$ cat config.mk
export PLATFORM = sky130hd
export DESIGN_NAME = olp_restart_ctrl
export DESIGN_NICKNAME = d
export VERILOG_FILES = /design/src/rtl/olp_pkg.sv /design/src/rtl/olp_fault_integ.sv /design/src/rtl/olp_phase_timer.sv /design/src/rtl/olp_seq_fsm.sv /design/src/rtl/olp_restart_ctrl.sv
export SDC_FILE = /design/constraint.sdc
export NUM_CORES = 1
export LEC_CHECK = 0
export BUFFER_PORTS_ARGS = -buffer_cell sky130_fd_sc_hd__buf_2
export CORE_ASPECT_RATIO = 1.1
export CORE_UTILIZATION = 55
export DETAILED_ROUTE_END_ITERATION = 10
export HOLD_SLACK_MARGIN = 0.02
export PLACE_DENSITY = 0.85
export SYNTH_ARGS = -nofsm -noshare
export SYNTH_HDL_FRONTEND = slang
export SYNTH_SLANG_ARGS = --single-unit
$ cat constraint.sdc
create_clock -name clk -period 2.9 [get_ports clk]
set_input_delay 0.58 -clock clk [delete_from_list [all_inputs] [get_ports clk]]
set_output_delay 0.58 -clock clk [all_outputs]
set_load 0.02 [all_outputs]
$ cat src/rtl/olp_pkg.sv
// Package olp_pkg
// Shared types for the overload auto-restart controller.
// Assumes: the state encoding is private to the block and never leaves it.
package olp_pkg;

    // Protection sequencer states
    typedef enum logic [1:0] {
        ST_RUN  = 2'd0,   // normal switching, integrator active
        ST_OFF  = 2'd1,   // switch held off, waiting for restart
        ST_SOFT = 2'd2    // soft-start interval, integrator active
    } olp_state_t;

endpackage

$ cat src/rtl/olp_fault_integ.sv
// Module olp_fault_integ
// Leaky-bucket fault integrator. On each enabled cycle tick it counts up
// for a limited period and down for a clean one, saturating at zero. It
// flags a trip on the tick that would bring the count to OVL_CYCLES.
// Assumes: OVL_CYCLES >= 2. The caller clears the count on the same edge
// that a trip is taken, so the stored level never exceeds OVL_CYCLES-1.
module olp_fault_integ #(
    parameter int OVL_CYCLES = 16,
    parameter int CW         = $clog2(OVL_CYCLES)
) (
    input  logic          clk,
    input  logic          rst_n,
    input  logic          count_en,
    input  logic          cycle_tick,
    input  logic          ilim_hit,
    input  logic          clear,
    output logic [CW-1:0] level,
    output logic          trip
);

    localparam logic [CW-1:0] LAST_BELOW = CW'(OVL_CYCLES - 1);

    logic tick_ok;

    // Qualify the tick with the sequencer's enable
    assign tick_ok = count_en && cycle_tick;

    // A limited tick at the top step completes the trip count
    assign trip = tick_ok && ilim_hit && (level == LAST_BELOW);

    // Up/down integration with clear priority and a floor at zero
    always_ff @(posedge clk) begin
        if (!rst_n) begin
            level <= '0;
        end else if (clear) begin
            level <= '0;
        end else if (tick_ok) begin
            if (ilim_hit) begin
                if (level != LAST_BELOW)
                    level <= level + 1'b1;
            end else if (level != '0) begin
                level <= level - 1'b1;
            end
        end
    end

endmodule

$ cat src/rtl/olp_phase_timer.sv
// Module olp_phase_timer
// Down-counting clock-tick timer shared by the off wait and soft start.
// A load presets it to (interval - 1). It then counts one per clock while
// run is high, and expired is raised in the last clock of the interval.
// Assumes: load and run are never high together with a meaningless value.
module olp_phase_timer #(
    parameter int TW = 8
) (
    input  logic          clk,
    input  logic          rst_n,
    input  logic          load,
    input  logic [TW-1:0] load_val,
    input  logic          run,
    output logic          expired
);

    logic [TW-1:0] remain;

    // The final clock of the interval is the one in which remain is zero
    assign expired = (remain == '0);

    // Preset on phase entry, otherwise count down to zero and hold
    always_ff @(posedge clk) begin
        if (!rst_n) begin
            remain <= '0;
        end else if (load) begin
            remain <= load_val;
        end else if (run && (remain != '0)) begin
            remain <= remain - 1'b1;
        end
    end

endmodule

$ cat src/rtl/olp_seq_fsm.sv
// Module olp_seq_fsm
// Protection sequencer. It moves RUN -> OFF on a trip, OFF -> SOFT when the
// restart wait expires, and SOFT -> RUN when soft start completes. A trip
// during SOFT returns it to OFF at once. On each entry to OFF or SOFT it
// loads the phase timer and clears the fault integrator.
// Assumes: RESTART_TICKS >= 1, SS_TICKS >= 1, both below 2**TW + 1.
module olp_seq_fsm
    import olp_pkg::*;
#(
    parameter int RESTART_TICKS = 120,
    parameter int SS_TICKS      = 40,
    parameter int TW            = 7
) (
    input  logic          clk,
    input  logic          rst_n,
    input  logic          trip,
    input  logic          expired,
    output olp_state_t    state,
    output logic          tmr_load,
    output logic [TW-1:0] tmr_val,
    output logic          tmr_run,
    output logic          integ_clear,
    output logic          integ_en
);

    localparam logic [TW-1:0] OFF_PRESET  = TW'(RESTART_TICKS - 1);
    localparam logic [TW-1:0] SOFT_PRESET = TW'(SS_TICKS - 1);

    olp_state_t state_nx;
    logic       enter_off;
    logic       enter_soft;

    // Next-state selection; a trip outranks soft-start completion
    always_comb begin
        state_nx = state;
        unique case (state)
            ST_RUN:  if (trip) state_nx = ST_OFF;
            ST_OFF:  if (expired) state_nx = ST_SOFT;
            ST_SOFT: begin
                if (trip)         state_nx = ST_OFF;
                else if (expired) state_nx = ST_RUN;
            end
            default: state_nx = ST_RUN;
        endcase
    end

    // Phase-entry strobes
    assign enter_off  = (state != ST_OFF)  && (state_nx == ST_OFF);
    assign enter_soft = (state != ST_SOFT) && (state_nx == ST_SOFT);

    // Timer control: preset on entry, run while a timed phase is held
    assign tmr_load = enter_off || enter_soft;
    assign tmr_val  = enter_off ? OFF_PRESET : SOFT_PRESET;
    assign tmr_run  = (state == ST_OFF) || (state == ST_SOFT);

    // Integrator control: frozen while off, cleared at each phase entry
    assign integ_clear = tmr_load;
    assign integ_en    = (state != ST_OFF);

    // State register
    always_ff @(posedge clk) begin
        if (!rst_n) state <= ST_RUN;
        else        state <= state_nx;
    end

endmodule

$ cat src/rtl/olp_restart_ctrl.sv
// Module olp_restart_ctrl (top)
// Overload auto-restart controller. It integrates per-period current-limit
// flags, stops the power switch on a trip, waits RESTART_TICKS clocks and
// restarts through SS_TICKS clocks of soft start.
// Assumes: cycle_tick is a one-clock pulse and ilim_hit is valid with it.
// All inputs are synchronous to clk.
module olp_restart_ctrl
    import olp_pkg::*;
#(
    parameter int OVL_CYCLES    = 16,
    parameter int RESTART_TICKS = 120,
    parameter int SS_TICKS      = 40
) (
    input  logic clk,
    input  logic rst_n,
    input  logic cycle_tick,
    input  logic ilim_hit,
    output logic switch_en,
    output logic ss_active
);

    localparam int CW       = $clog2(OVL_CYCLES);
    localparam int MAX_TICK = (RESTART_TICKS > SS_TICKS) ? RESTART_TICKS : SS_TICKS;
    localparam int TW       = (MAX_TICK > 1) ? $clog2(MAX_TICK) : 1;

    olp_state_t    state;
    logic [CW-1:0] fault_level;
    logic          trip;
    logic          expired;
    logic          tmr_load;
    logic [TW-1:0] tmr_val;
    logic          tmr_run;
    logic          integ_clear;
    logic          integ_en;

    // Fault integrator
    olp_fault_integ #(
        .OVL_CYCLES (OVL_CYCLES),
        .CW         (CW)
    ) u_integ (
        .clk        (clk),
        .rst_n      (rst_n),
        .count_en   (integ_en),
        .cycle_tick (cycle_tick),
        .ilim_hit   (ilim_hit),
        .clear      (integ_clear),
        .level      (fault_level),
        .trip       (trip)
    );

    // Shared timer for the off wait and soft start
    olp_phase_timer #(
        .TW       (TW)
    ) u_timer (
        .clk      (clk),
        .rst_n    (rst_n),
        .load     (tmr_load),
        .load_val (tmr_val),
        .run      (tmr_run),
        .expired  (expired)
    );

    // Sequencer
    olp_seq_fsm #(
        .RESTART_TICKS (RESTART_TICKS),
        .SS_TICKS      (SS_TICKS),
        .TW            (TW)
    ) u_fsm (
        .clk         (clk),
        .rst_n       (rst_n),
        .trip        (trip),
        .expired     (expired),
        .state       (state),
        .tmr_load    (tmr_load),
        .tmr_val     (tmr_val),
        .tmr_run     (tmr_run),
        .integ_clear (integ_clear),
        .integ_en    (integ_en)
    );

    // Output decode from the registered state
    assign switch_en = (state != ST_OFF);
    assign ss_active = (state == ST_SOFT);

endmodule

==> results of run 1 <==
[per-stage QoR]
stage	cells	setup slack [ns]	power [µW]	cell area, µm²	hold slack, ns
2_1_floorplan	93	0.813	256	851	0.473
4_1_cts	117	0.592	385	918	0.524
3_3_place_gp	113	0.643	269	891	0.504
5_1_grt	117	0.481	409	918	0.569
6_report	117	0.605	385	918	0.532
3_5_place_dp	113	0.599	273	891	0.507
[cell type report]
cell class	instances	area, µm²	area share
sequential	13	260	0.283
timing repair buffer	5	25.0	0.0272
multi-input combinational	71	556	0.605
clock buffer	3	22.5	0.0245
tap	16	20.0	0.0218
clock inverter	1	5.00	0.00545
inverter	8	30.0	0.0327
[flip-flops by register name, indices dropped and copies added (netlist names)]
register        count
u_integ.level       4
u_fsm.state         2
u_timer.remain      7
[path summary, 6_finish.rpt]
path	start	end
min	u_integ.level[3]	u_integ.level[3]
max reg2reg	u_fsm.state[1]	u_integ.level[3]
min reg2reg	u_integ.level[3]	u_integ.level[3]
max	u_fsm.state[1]	u_integ.level[3]
[metal layers]
metal	vias up	global-route usage	share of wire
met1	331	0.268	0.47
met5	-	0	0
met3	6	0.0314	0.020
met2	15	0.390	0.50
li1	356	-	-
met4	0	0.103	0.019
[report_power, final]
| part | switching (µW) | leakage (µW) | internal [µW] | total [µW] |
|---|---|---|---|---|
| sequential | 14.3 | 0.000105 | 189 | 203 |
| combinational | 32.2 | 0.000286 | 35.1 | 67.3 |
| clock | 62.7 | 0.0000177 | 51.2 | 114 |
| total | 109 | 0.000409 | 275 | 385 |
[synth_stat cells]
cell	count	area, µm²
or4_1	2	15.0
a22oi_1	1	7.51
nand2_1	3	11.3
o21ai_0	3	15.0
xnor2_1	4	35.0
o211ai_1	1	7.51
nor2b_1	1	6.26
nand3_1	1	5.00
nor2_1	5	18.8
a31o_2	1	8.76
ha_1	7	87.6
a21o_1	1	7.51
a21bo_2	1	10.0
mux2i_1	1	10.0
a221o_2	1	11.3
a211oi_1	1	7.51
o22ai_2	1	12.5
o2111ai_1	1	8.76
dfxtp_1	13	260
clkbuf_2	1	5.00
o21a_1	6	45.0
xor2_1	4	35.0
o31ai_1	1	7.51
or3b_2	1	8.76
nor3_1	5	25.0
o41a_1	2	22.5
nor4_1	3	18.8
or2b_2	1	8.76
and4_2	1	10.0
inv_1	8	30.0
o21ai_1	1	5.00
or3_2	1	7.51
a21oi_1	5	25.0
nand3b_1	1	7.51
fa_1	1	20.0
mux2_4	1	15.0
and2b_2	1	8.76
[kinds of logic after synthesis]
family,count (synthesis)
compound gates,27
simple gates,26
flops,13
buf+inv,9
xor+xnor,8
fa+ha+maj,8
mux,2
[worst max-delay path: cells and delay by family, from the launching register on]
kind	cells	cell delay, ns
compound gates	3	0.76
simple gates	2	0.72
flops	1	0.39
fa+ha+maj	1	0.23
buf+inv	1	0.10
==> impl_metrics.csv, run 1 <==
group,metric,value,unit
status,status,"completed",
finish,layout-drive-gt1-share,0.188,
power,leakagePower,0.000409,µW
logic_synthesis,synth_nets,105,
timing,tightest_slew,0.426,ns
clock_tree,clock_latency,0.28,ns
die,coreArea,1400,µm²
timing,drv_slew,0,
worst_setup_path,slowest_delay,0.48,ns
worst_setup_path,crit_arrival,2.49,ns
clock_tree,cts_resized,0,
placed_design,dp_hpwl,1.20,mm
power,powerDensity,419,nW/µm²
timing,fin_worst_skew,0.00188,ns
timing,hold_viol,0,
min_path,whs_path_depth,2,
worst_setup_path,cp-start-kind,"flop",
finish,n_fill_cell,123,
routing,viasPerCell,6.05,
routing,first_pass_iters,4,
die,initial_utilization,0.607,
worst_setup_path,crit_slowest_cell,"or3b_2",
clock_tree,cts_buffers,3,
routing,drcViolationCount,0,
finish,area_delta_synth_final,7.94,%
logic_synthesis,synthAdderAreaFrac,0.126,
routing,vias,708,
routing,drt_wl_total,1.67,mm
timing,min_period,2.30,ns
finish,diodes,0,
finish,mostFrequentLayoutCells,"13 x dfxtp_1, 8 x inv_1, 7 x ha_1",
grt,antenna_found_initial,0,
logic_synthesis,ys_seq_area_frac,0.306,
worst_setup_path,required,3.10,ns
placed_design,io_buffers,5,
logic_synthesis,synthSimpleGateAreaFrac,0.178,
clock_tree,path_clk_slew,0.08,ns
timing,rsz0062_at_grt,"no",
timing,finalSetupTns,0,ns
logic_synthesis,netlist_instances,93,
routing,wl_per_cell,14.3,µm
clock_tree,cts.path.max_buffers,2,
logic_synthesis,synth_cell_types,37,
logic_synthesis,ys_ff_latch,13,
clock_tree,cts.sinks,13,
clock_tree,cts_setup_buffers,0,
routing,postRouteAntennaNets,0,
worst_setup_path,r2r_slack,0.60,ns
worst_setup_path,path_cells,"inv_1 > ha_1 > and2b_2 > a21bo_2 > a21oi_1 > or3b_2 > a211oi_1",
logic_synthesis,syn_area,851,µm²
routing,drtIter0Drc,14,
timing,max_slew_margin,0.714,
clock_tree,htree_levels,1,
die,die_h,43.3,µm
die,io_pins,6,
die,dieArea,1710,µm²
finish,layout_commonest_cell,"dfxtp_1",
worst_setup_path,worstSetupEndpointType,"flop",
logic_synthesis,synth_top_family_by_area,"compound AO/OA/AOI/OAI gates",
clock_tree,cts_tree,"built",
grt,grt_pass1_wl,2.66,mm
worst_setup_path,path_class,"reg -> reg",
timing,fin_crit_sh,0.792,
logic_synthesis,synth_xor_area_frac,0.0824,
finish,final_nets,114,
worst_setup_path,cp_max_fo,4,
logic_synthesis,synth_area_per_cell,9.15,µm²
min_path,hold_path_class,"reg -> reg",
grt,overflow,0,
grt,grt_pass1_vias,649,
clock_tree,cts.hold.buffers_added,0,
logic_synthesis,synthMuxAreaShare,0.0294,
worst_setup_path,r2r_cells,7,
grt,grt_max_degree,10,
placed_design,gp_congestion,0.745,
timing,setup_violations,0,
clock_tree,cts-root-buf,"clkbuf_4",
logic_synthesis,synth_compound_area_frac,0.237,
grt,gr-usage-all-layers,0.229,
die,die_x,39.5,µm
timing,fmax,436,MHz
logic_synthesis,yosysWarnings,0,
finish,utilization,0.655,
die,rows,14,
power,irDropWorstVdd,0.000284,V
flow_run,cap_violations,0,
Note: power is estimated with default switching activity, not from simulation.
==> run 2: changes to the inputs <==
--- a/config.mk
+++ b/config.mk
@@ -5,12 +5,13 @@
 export SDC_FILE = /design/constraint.sdc
 export NUM_CORES = 1
 export LEC_CHECK = 0
+export ABC_AREA = 1
 export BUFFER_PORTS_ARGS = -buffer_cell sky130_fd_sc_hd__buf_2
 export CORE_ASPECT_RATIO = 1.1
 export CORE_UTILIZATION = 55
 export DETAILED_ROUTE_END_ITERATION = 10
 export HOLD_SLACK_MARGIN = 0.02
-export PLACE_DENSITY = 0.85
+export PLACE_DENSITY = 0.84
 export SYNTH_ARGS = -nofsm -noshare
 export SYNTH_HDL_FRONTEND = slang
 export SYNTH_SLANG_ARGS = --single-unit
==> constraint.sdc (replaced) <==
create_clock -name clk -period 2.2 [get_ports clk]
set_input_delay 0.44 -clock clk [delete_from_list [all_inputs] [get_ports clk]]
set_output_delay 0.44 -clock clk [all_outputs]
set_load 0.02 [all_outputs]
==> impl_metrics.csv, run 2 <==
group,metric,value,unit
status,status,"completed",
routing,drt_wl_total,1.88,mm
clock_tree,clock_latency,0.28,ns
die,dieArea,2090,µm²
routing,first_pass_iters,4,
logic_synthesis,synth_top_area_cell,"dfxtp_1",
clock_tree,cts.sinks,13,
die,die_h,47.9,µm
die,coreArea,1780,µm²
grt,grt_pass1_vias,748,
logic_synthesis,synth_nets,145,
timing,finalSetupTns,0,ns
timing,max_slew_margin,0.771,
timing,fin_crit_sh,0.844,
routing,drcViolationCount,0,
power,power,508,µW
logic_synthesis,synthTopCellsByArea,"dfxtp_1 25%, ha_1 8.3%, nand2_1 7.5%",
die,io_pins,6,
logic_synthesis,synth_top_area_share,0.247,
min_path,hold_path_class,"in -> reg",
timing,fmax,538,MHz
die,rows,16,
finish,layout-drive-gt1-share,0.268,
power,leakagePower,0.000516,µW
die,initial_utilization,0.591,
logic_synthesis,syn_area,1050,µm²
finish,mostFrequentLayoutCells,"21 x nand2_1, 19 x inv_1, 13 x dfxtp_1",
worst_setup_path,crit_arrival,2.03,ns
worst_setup_path,required,2.37,ns
logic_synthesis,netlist_instances,133,
worst_setup_path,path_class,"reg -> reg",
routing,viasPerCell,5.26,
routing,wl_per_cell,11.7,µm
clock_tree,cts.path.max_buffers,2,
flow_run,cap_violations,0,
logic_synthesis,ys_ff_latch,13,
finish,reg_top3,"u_timer.remain: 7 flops, u_integ.level: 4 flops, u_fsm.state: 2 flops",
clock_tree,path_clk_slew,0.07,ns
logic_synthesis,synth_edf_count,0,
grt,grt_pass1_wl,3.08,mm
timing,fin_worst_skew,0.000655,ns
timing,tightest_slew,0.339,ns
logic_synthesis,yosysWarnings,0,
routing,postRouteAntennaNets,0,
timing,min_period,1.86,ns
finish,regMostFlops,"u_timer.remain",
die,die_x,43.7,µm
logic_synthesis,ys_seq_area_frac,0.247,
placed_design,dp_hpwl,1.54,mm
clock_tree,cts_setup_buffers,0,
clock_tree,htree_levels,1,
power,powerDensity,452,nW/µm²
placed_design,gp_congestion,0.832,
routing,vias,842,
finish,largest_reg_flops,7,
grt,overflow,0,
power,irDropWorstVdd,0.000360,V
clock_tree,cts-root-buf,"clkbuf_4",
logic_synthesis,async_flop_share,0,
timing,drv_slew,0,
clock_tree,cts_resized,0,
clock_tree,cts_buffers,3,
clock_tree,cts.hold.buffers_added,0,
timing,hold_viol,0,
logic_synthesis,synth_area_per_cell,7.91,µm²
placed_design,io_buffers,5,
logic_synthesis,synth_common_cells,"21 x nand2_1, 19 x inv_1, 13 x dfxtp_1",
timing,rsz0062_at_grt,"no",
logic_synthesis,synth_cell_types,28,
routing,drtIter0Drc,30,
logic_synthesis,synthFlopType,"dfxtp_1",
logic_synthesis,yosysMostFrequentCell,"nand2_1",
grt,antenna_found_initial,0,
worst_setup_path,cp-start-kind,"flop",
grt,grt_max_degree,8,
finish,diodes,0,
grt,gr-usage-all-layers,0.200,
worst_setup_path,worstSetupEndpointType,"flop",
finish,layout_commonest_cell,"nand2_1",
worst_setup_path,cp_max_fo,6,
timing,setup_violations,0,
finish,area_delta_synth_final,7.02,%
clock_tree,cts_tree,"built",
finish,final_nets,155,
==> run 2: logic make-up (layout without fill, tap and decap cells) <==
family          count (synthesis)  in the layout  synth area share
buf+inv                        25             34            0.0916
fa+ha+maj                       8              8             0.102
flops                          13             13             0.247
compound gates                 22             22             0.132
xor+xnor                        5              5            0.0416
simple gates                   60             60             0.385
==> run 2: cell type report <==
class | instances | area, µm²
Multi-Input combinational cell | 95 | 696
Fill cell | 156 | 656
Sequential cell | 13 | 260
Inverter | 25 | 96.3
Clock buffer | 4 | 26.3
Timing Repair Buffer | 5 | 25.0
Tap cell | 18 | 22.5
==> run 2: routing by layer <==
layer,share of wire,up-vias,global-route usage
met4,0.013,0,0.0750
met2,0.51,7,0.364
met5,0,-,0
li1,-,448,-
met1,0.46,382,0.239
met3,0.017,5,0.0340
==> run 2: stage by stage <==
stage                     instance area (µm²)  setup WS (ns)  utilization  hold slack [ns]  cells
after floorplan                          1050          0.455            -            0.469    133
after global placement                   1100          0.387        0.617            0.496    156
after detailed placement                 1100          0.304        0.617            0.507    156
after CTS                                1130          0.331        0.632            0.449    160
after global routing                     1130          0.117        0.632            0.474    160
final                                    1130          0.343        0.632            0.449    160
==> run 2: where the power goes <==
part	switching [µW]	leakage (µW)	internal, µW
Sequential	19.0	0.000105	249
Combinational	50.3	0.000395	43.9
Clock	75.9	0.0000150	70.5
==> run 2: critical path: stages (launching register included) <==
cell     delay (ns)
dfxtp_1        0.34
inv_1          0.13
ha_1           0.23
inv_4          0.07
nand2_2        0.09
nor2_4         0.04
a21oi_1        0.18
nand2_1        0.10
o21ai_0        0.30
nor2_4         0.05
a21oi_1        0.13
a21oi_1        0.08
==> run 2: final timing paths <==
path / slack, ns / end / startpoint / depth (start not counted)
max: 0.34 / u_timer.remain[4] / u_fsm.state[1] / 11
min: 0.45 / u_timer.remain[1] / rst_n / 3
max reg2reg: 0.34 / u_timer.remain[4] / u_fsm.state[1] / 11
min reg2reg: 0.52 / u_timer.remain[3] / u_timer.remain[3] / 2
